===== config.mk =====
export PLATFORM = sky130hd
export DESIGN_NAME = e3w_master
export DESIGN_NICKNAME = d
export VERILOG_FILES = /design/src/rtl/e3w_pkg.sv /design/src/rtl/e3w_clkgen.sv /design/src/rtl/e3w_shifter.sv /design/src/rtl/e3w_seq.sv /design/src/rtl/e3w_master.sv
export SDC_FILE = /design/constraint.sdc
export NUM_CORES = 1
export LEC_CHECK = 0
export CAP_MARGIN = 30
export CORE_UTILIZATION = 28
export CTS_BUF_LIST = sky130_fd_sc_hd__clkbuf_2
export DETAILED_ROUTE_END_ITERATION = 8
export GPL_TIMING_DRIVEN = 0
export PLACE_DENSITY = 0.44
export SKIP_LAST_GASP = 1
export SYNTH_ARGS = -nofsm -noshare
export SYNTH_HDL_FRONTEND = slang
export SYNTH_SLANG_ARGS = --single-unit

===== constraint.sdc =====
create_clock -name clk -period 4.5 [get_ports clk]
set_input_delay 0.9 -clock clk [delete_from_list [all_inputs] [get_ports clk]]
set_output_delay 0.9 -clock clk [all_outputs]
set_load 0.005 [all_outputs]

===== src/rtl/e3w_pkg.sv =====
package e3w_pkg;
  localparam int CNT_W   = 4;
  localparam int RD_BIT  = 7;
  localparam int REL_BIT = 6;
  localparam int WAIT_BIT = 5;

  typedef enum logic [1:0] {
    ST_IDLE,
    ST_DATA,
    ST_EXTRA,
    ST_WAIT
  } e3w_state_t;

  typedef struct packed {
    logic             rd;
    logic             rel;
    logic             wfr;
    logic [CNT_W-1:0] cnt;
  } e3w_cfg_t;

  function automatic e3w_cfg_t e3w_decode(input logic [7:0] b);
    e3w_cfg_t c;
    c.rd  = b[RD_BIT];
    c.rel = b[REL_BIT];
    c.wfr = b[WAIT_BIT];
    c.cnt = b[CNT_W-1:0];
    return c;
  endfunction
endpackage


===== src/rtl/e3w_clkgen.sv =====
module e3w_clkgen #(
  parameter int HALF_DIV = 4
) (
  input  logic clk,
  input  logic rst,
  input  logic run,
  output logic tick
);
  localparam int CW = (HALF_DIV > 1) ? $clog2(HALF_DIV) : 1;

  logic [CW-1:0] cnt;

  always_ff @(posedge clk) begin
    if (rst || !run) begin
      cnt  <= '0;
      tick <= 1'b0;
    end else if (cnt == CW'(HALF_DIV - 1)) begin
      cnt  <= '0;
      tick <= 1'b1;
    end else begin
      cnt  <= cnt + 1'b1;
      tick <= 1'b0;
    end
  end
endmodule


===== src/rtl/e3w_shifter.sv =====
module e3w_shifter #(
  parameter int DATA_W = 8
) (
  input  logic              clk,
  input  logic              rst,
  input  logic              load,
  input  logic [DATA_W-1:0] load_val,
  input  logic              shift,
  input  logic              capture,
  input  logic              sin,
  input  logic              commit,
  output logic              sout,
  output logic [DATA_W-1:0] rx_data
);
  logic [DATA_W-1:0] sreg;

  always_ff @(posedge clk) begin
    if (rst) begin
      sreg    <= '1;
      rx_data <= '0;
    end else begin
      if (load)
        sreg <= load_val;
      else if (shift)
        sreg <= {sreg[DATA_W-2:0], 1'b1};
      else if (capture)
        sreg <= {sreg[DATA_W-2:0], sin};
      if (commit)
        rx_data <= sreg;
    end
  end

  assign sout = sreg[DATA_W-1];
endmodule


===== src/rtl/e3w_seq.sv =====
module e3w_seq
  import e3w_pkg::*;
#(
  parameter int DATA_W = 8
) (
  input  logic     clk,
  input  logic     rst,
  input  logic     start,
  input  e3w_cfg_t cfg,
  input  logic     tick,
  input  logic     sda_i,
  output logic     busy,
  output logic     irq,
  output logic     sclk,
  output logic     oe,
  output logic     rd_mode,
  output logic     load,
  output logic     shift,
  output logic     capture,
  output logic     commit
);
  localparam int BC_W = (DATA_W > 2) ? $clog2(DATA_W) : 1;

  e3w_state_t       st;
  e3w_cfg_t         op;
  logic [BC_W-1:0]  bitcnt;
  logic [CNT_W-1:0] xcnt;
  logic             rdy_seen;

  logic rise, fall, data_end, extra_end, to_post, do_wait, finish;

  always_comb begin
    rise      = tick && !sclk && (st != ST_IDLE);
    fall      = tick &&  sclk && (st != ST_IDLE);
    data_end  = fall && (st == ST_DATA) && (bitcnt == '0);
    extra_end = fall && (st == ST_EXTRA) && (xcnt == CNT_W'(1));
    to_post   = (data_end && (op.cnt == '0)) || extra_end;
    do_wait   = to_post && !op.rd && op.rel && op.wfr;
    finish    = (to_post && !do_wait) || (fall && (st == ST_WAIT) && rdy_seen);
    load      = start;
    shift     = fall && (st == ST_DATA) && (bitcnt != '0) && !op.rd;
    capture   = rise && (st == ST_DATA) && op.rd;
    commit    = finish && op.rd;
    rd_mode   = op.rd;
  end

  always_ff @(posedge clk) begin
    if (rst) begin
      st       <= ST_IDLE;
      op       <= '0;
      bitcnt   <= '0;
      xcnt     <= '0;
      rdy_seen <= 1'b0;
      busy     <= 1'b0;
      irq      <= 1'b0;
      sclk     <= 1'b0;
      oe       <= 1'b0;
    end else begin
      irq <= 1'b0;
      if (start) begin
        op       <= cfg;
        st       <= ST_DATA;
        busy     <= 1'b1;
        sclk     <= 1'b0;
        bitcnt   <= BC_W'(DATA_W - 1);
        xcnt     <= cfg.cnt;
        oe       <= !cfg.rd;
        rdy_seen <= 1'b0;
      end else begin
        if (rise) begin
          sclk <= 1'b1;
          if (st == ST_WAIT)
            rdy_seen <= sda_i;
        end
        if (fall)
          sclk <= 1'b0;
        if (fall && (st == ST_DATA) && (bitcnt != '0))
          bitcnt <= bitcnt - 1'b1;
        if (data_end && (op.cnt != '0))
          st <= ST_EXTRA;
        if (fall && (st == ST_EXTRA) && !extra_end)
          xcnt <= xcnt - 1'b1;
        if (to_post && !op.rd && op.rel)
          oe <= 1'b0;
        if (do_wait)
          st <= ST_WAIT;
        if (finish) begin
          st   <= ST_IDLE;
          busy <= 1'b0;
          irq  <= 1'b1;
        end
      end
    end
  end
endmodule


===== src/rtl/e3w_master.sv =====
module e3w_master
  import e3w_pkg::*;
#(
  parameter int HALF_DIV = 4,
  parameter int DATA_W   = 8
) (
  input  logic              clk,
  input  logic              rst,
  input  logic              ctl_wr,
  input  logic [7:0]        ctl_byte,
  input  logic [DATA_W-1:0] tx_byte,
  output logic [DATA_W-1:0] rx_byte,
  output logic              busy,
  output logic              done_irq,
  output logic              sclk,
  output logic              sda_o,
  output logic              sda_oe,
  input  logic              sda_i
);
  logic     tick, start, load, shift, capture, commit, sout, rd_mode;
  e3w_cfg_t cfg;

  assign cfg   = e3w_decode(ctl_byte);
  assign start = ctl_wr && !busy;

  e3w_clkgen #(.HALF_DIV(HALF_DIV)) u_clk (
    .clk(clk), .rst(rst), .run(busy), .tick(tick)
  );

  e3w_seq #(.DATA_W(DATA_W)) u_seq (
    .clk(clk), .rst(rst), .start(start), .cfg(cfg), .tick(tick),
    .sda_i(sda_i), .busy(busy), .irq(done_irq), .sclk(sclk), .oe(sda_oe),
    .rd_mode(rd_mode), .load(load), .shift(shift), .capture(capture),
    .commit(commit)
  );

  e3w_shifter #(.DATA_W(DATA_W)) u_sh (
    .clk(clk), .rst(rst), .load(load), .load_val(tx_byte), .shift(shift),
    .capture(capture), .sin(sda_i), .commit(commit), .sout(sout),
    .rx_data(rx_byte)
  );

  assign sda_o = sout | ~sda_oe | rd_mode;
endmodule


==> results.txt <==
The flow ran to the end, and the final reports show no timing, DRC or antenna violations. Input and output buffers added on the ports amount to 30. The final instance count without filler cells is 358. The most used flip-flop cell after synthesis is dfxtp_1. Buffers inserted during clock tree synthesis total 5. For this design the total switching power over the nets is 0.000193 W.

The number of iterations in the first detailed-routing pass is 4. The clock passes through at most 2 buffers. The critical path is of the reg2out type. Across all hold checks on the routed design, the worst slack comes to 0.451 ns. The worst register-to-register path has a setup slack of 2.52 ns. The power share of the clock group is 30.3%.

The detailed placer's ending HPWL came out at 3.43 mm. For the pin with the worst max-slew slack, the measured transition is 0.620 ns. The endpoint identified for the worst register-to-register timing path is u_sh.sreg[7]$_SDFFE_PP1P_. The leakage component of the power came out at 0.890 nW. The period utilization came out at 56.2%.

The number of global-route vias before repair was 1628. CTS built an H-tree with a depth of 2. The via density per instance came out at 4.61. The relative max-transition margin came out at 58.3%. Global routing consumed, over all layers together, 14.1% of the routing resources. Of the total power, registers draw 54.5%. After routing, the total negative slack on setup checks comes to 0 ns. The DRC marker count from the first detailed-route iteration came out at 48. The remaining antenna violation count came out at 0. In this run the power density over the cells is 288 nW/um2. The startpoint kind of the worst setup timing path is a register. The number of maximum-capacitance constraint violations is 0. The via count is 1652. The time the worst path needs with I/O delays and setup came out at 2.53 ns. The repair_antennas step left the layout with diodes totalling 0. Counting instances in the post-synthesis netlist gives the leading cell types as dfxtp_1 (40), nor2_1 (21), nand2b_1 (19), nand2_1 (17), a21oi_1 (16). The synthesized area per cell came out at 8.81 um2. The worst register-to-register path begins at u_seq.bitcnt[0]$_SDFFE_PP0P_. The initial antenna violation count is 0. Setup repair after global routing left no endpoint under its margin.

The cell area after synthesis is 1970 um2. After clock tree synthesis, the setup repair step added 0 buffers. By area the synthesized netlist is led by dfxtp_1 (41%), nand2b_1 (6.0%), mux2i_1 (4.6%), a21oi_1 (4.1%), nor2_1 (4.0%). After the last flow step, the layout net total stands at 286. The synthesized design contains 0 enable-type register cells.

Summed over all instances, the cell type with the most area after synthesis is dfxtp_1. Post-CTS repair changed the size of 0 cells. Clock skew on the completed layout was measured at 0.0217 ns.

The source-to-sink clock delay at the later pin of the worst-skew pair is 0.40 ns. The placer congestion estimate came out at 0.713. The core region is 6790 um2. The synthesized instance count came out at 224. The tree is rooted in a clkbuf_2. IR analysis of the VDD net gives a maximum drop of 0.000190 V. The number of max-slew violations in the final report is 0. In the final routed layout, each cell accounts on average for 13.6 um. The clock-pin slew on the worst setup and hold paths is 0.21 ns. The count of different cell masters after synthesis is 45.

The area growth from synthesis to layout is 24.5%. The largest driver fanout on the critical path is 5. In this run the horizontal extent of the chip is 86.0 um.

Once the floorplan was initialized, standard cells occupied 29.1% of the core. The cell count after placement is 350. Combinational logic is responsible for 15.2% of the overall power. The number of nets in the synthesized netlist is 249. The async set or reset register ratio after synthesis came out at 0%. The die is 86.0 um tall. In this run the worst setup path begins at u_seq.rd_mode$_SDFFE_PP0P_. The TritonCTS clock tree is done. In this run, synthesis produced a sequential element count of 40. The internal power of the cells came out at 0.000514 W.

The total DRC errors in the routed layout came out at 0. The final core area utilization is 36.2%. Summed over all layers, the global routing overflow is 0. The critical path arrival is 1.63 ns. The standard-cell row count came out at 30. By instance count, the leading cell after synthesis is dfxtp_1. The net switching share of the total power is 27.3%. The area enclosed by the die boundary came out at 7390 um2. Static timing analysis puts the maximum clock frequency at 0.395 GHz.

The count of hold buffers inserted by post-cts repair is 0. The class of the tightest hold or removal check is reg2reg. The Yosys warning count came out at 0. The share of cells above drive strength 1 came out at 8.78%.

The nature of the critical path endpoint is an output pin. The portion of synthesized cell area occupied by the leading cell type is 40.6%. At the worst endpoint, the required time is 3.60 ns.

The number of hold violations in the final report is 0. In this run the count of I/O pins placed on the die edge is 33. The global-route wire length before repair is 8.02 mm.

Total power for the finished layout comes to 0.000707 W. The worst register-to-register path has a depth of 7. The post-detailed-routing wire length came out at 4.86 mm.

The sequential element share of the synthesized area came out at 40.6%. The end of the critical path is sda_o. The final setup violation count came out at 0.

The total number of clock tree sinks came out at 40. Entering global routing, the biggest net connects 13 pins.
[layout by cell type, fill, tap and decap left out, types with 2 or more instances in the layout]
master	instances
ha_1	5
nand3_2	2
nand3b_1	2
inv_1	8
a31oi_1	4
nand2b_1	19
or3_1	7
xnor2_1	2
clkbuf_1	8
buf_4	3
nor3_1	5
nor2_1	21
o32ai_1	2
a211oi_1	3
clkbuf_2	5
dfxtp_1	40
a21o_1	7
mux2i_1	9
buf_6	3
nand2_1	17
clkdlybuf4s50_1	30
and3_1	4
clkinv_1	2
o21ai_0	3
o22ai_1	7
nand3_1	4
a21oi_1	16
xor2_1	3
[state kept, by name, summed over array words and instances, names as in the netlist]
name	cells
u_sh.sreg	8
u_seq.busy	1
u_sh.rx_data	8
u_seq.sclk	1
u_seq.op	6
u_clk.cnt	2
u_seq.rdy_seen	1
u_seq.oe	1
u_seq.xcnt	4
u_seq.bitcnt	3
u_seq.irq	1
u_seq.rd_mode	1
u_clk.tick	1
u_seq.st	2
[power groups by stage]
stage | registers (W) | logic [W] | clock network, W
floorplan | 0.000389 | 0.0000693 | 0
global placement | 0.000392 | 0.000110 | 0
detailed placement | 0.000393 | 0.000109 | 0
CTS | 0.000385 | 0.000110 | 0.000226
global route | 0.000388 | 0.000122 | 0.000240
finish | 0.000385 | 0.000108 | 0.000214
[cell families after synthesis]
logic type      share of synthesized area (%)
mux                                      5.13
simple gates                             25.6
xor+xnor                                 2.22
buf+inv                                  6.15
fa+ha+maj                                3.17
flops                                    40.6
compound gates                           17.2
[worst min path at each step]
| stage | to | cells past startpoint | slack [ns] | from |
|---|---|---|---|---|
| after global routing | u_clk.cnt[0]$_SDFF_PP0_ | 1 | 0.46 | u_clk.cnt[0]$_SDFF_PP0_ |
| after detailed placement | u_clk.cnt[0]$_SDFF_PP0_ | 1 | 0.42 | u_clk.cnt[0]$_SDFF_PP0_ |
| final | u_clk.cnt[0]$_SDFF_PP0_ | 1 | 0.45 | u_clk.cnt[0]$_SDFF_PP0_ |
| after global placement | u_clk.cnt[0]$_SDFF_PP0_ | 1 | 0.42 | u_clk.cnt[0]$_SDFF_PP0_ |
| after CTS | u_clk.cnt[0]$_SDFF_PP0_ | 1 | 0.45 | u_clk.cnt[0]$_SDFF_PP0_ |
| after floorplan | u_clk.cnt[0]$_SDFF_PP0_ | 1 | 0.41 | u_clk.cnt[0]$_SDFF_PP0_ |
[layout make-up]
type,instances,area [um2]
Inverter,8,30.0
Timing Repair Buffer,30,300
Clock buffer,5,25.0
Clock inverter,3,37.5
Fill cell,722,4340
Tap cell,96,120
Sequential cell,40,801
Buffer,15,91.3
Multi-Input combinational cell,161,1050
[through the flow]
stage / cell area [um2] / setup WS [ns]
5_1_grt: 2460 / 1.85
3_5_place_dp: 2390 / 1.89
6_report: 2460 / 1.97
3_3_place_gp: 2390 / 1.85
4_1_cts: 2460 / 1.92
2_1_floorplan: 1970 / 2.57
[worst max-delay path, cell delays in order, from the launching register on]
cell	delay, ns
dfxtp_1	0.46
inv_1	0.16
nand3b_1	0.12
clkdlybuf4s50_1	0.50
[metal layers]
metal	share of wire, %	track usage, %
met5	0	0
met2	45	22.7
met3	3.9	3.08
met1	49	18.5
met4	1.4	5.45
Power figures use the tool's default switching activity.
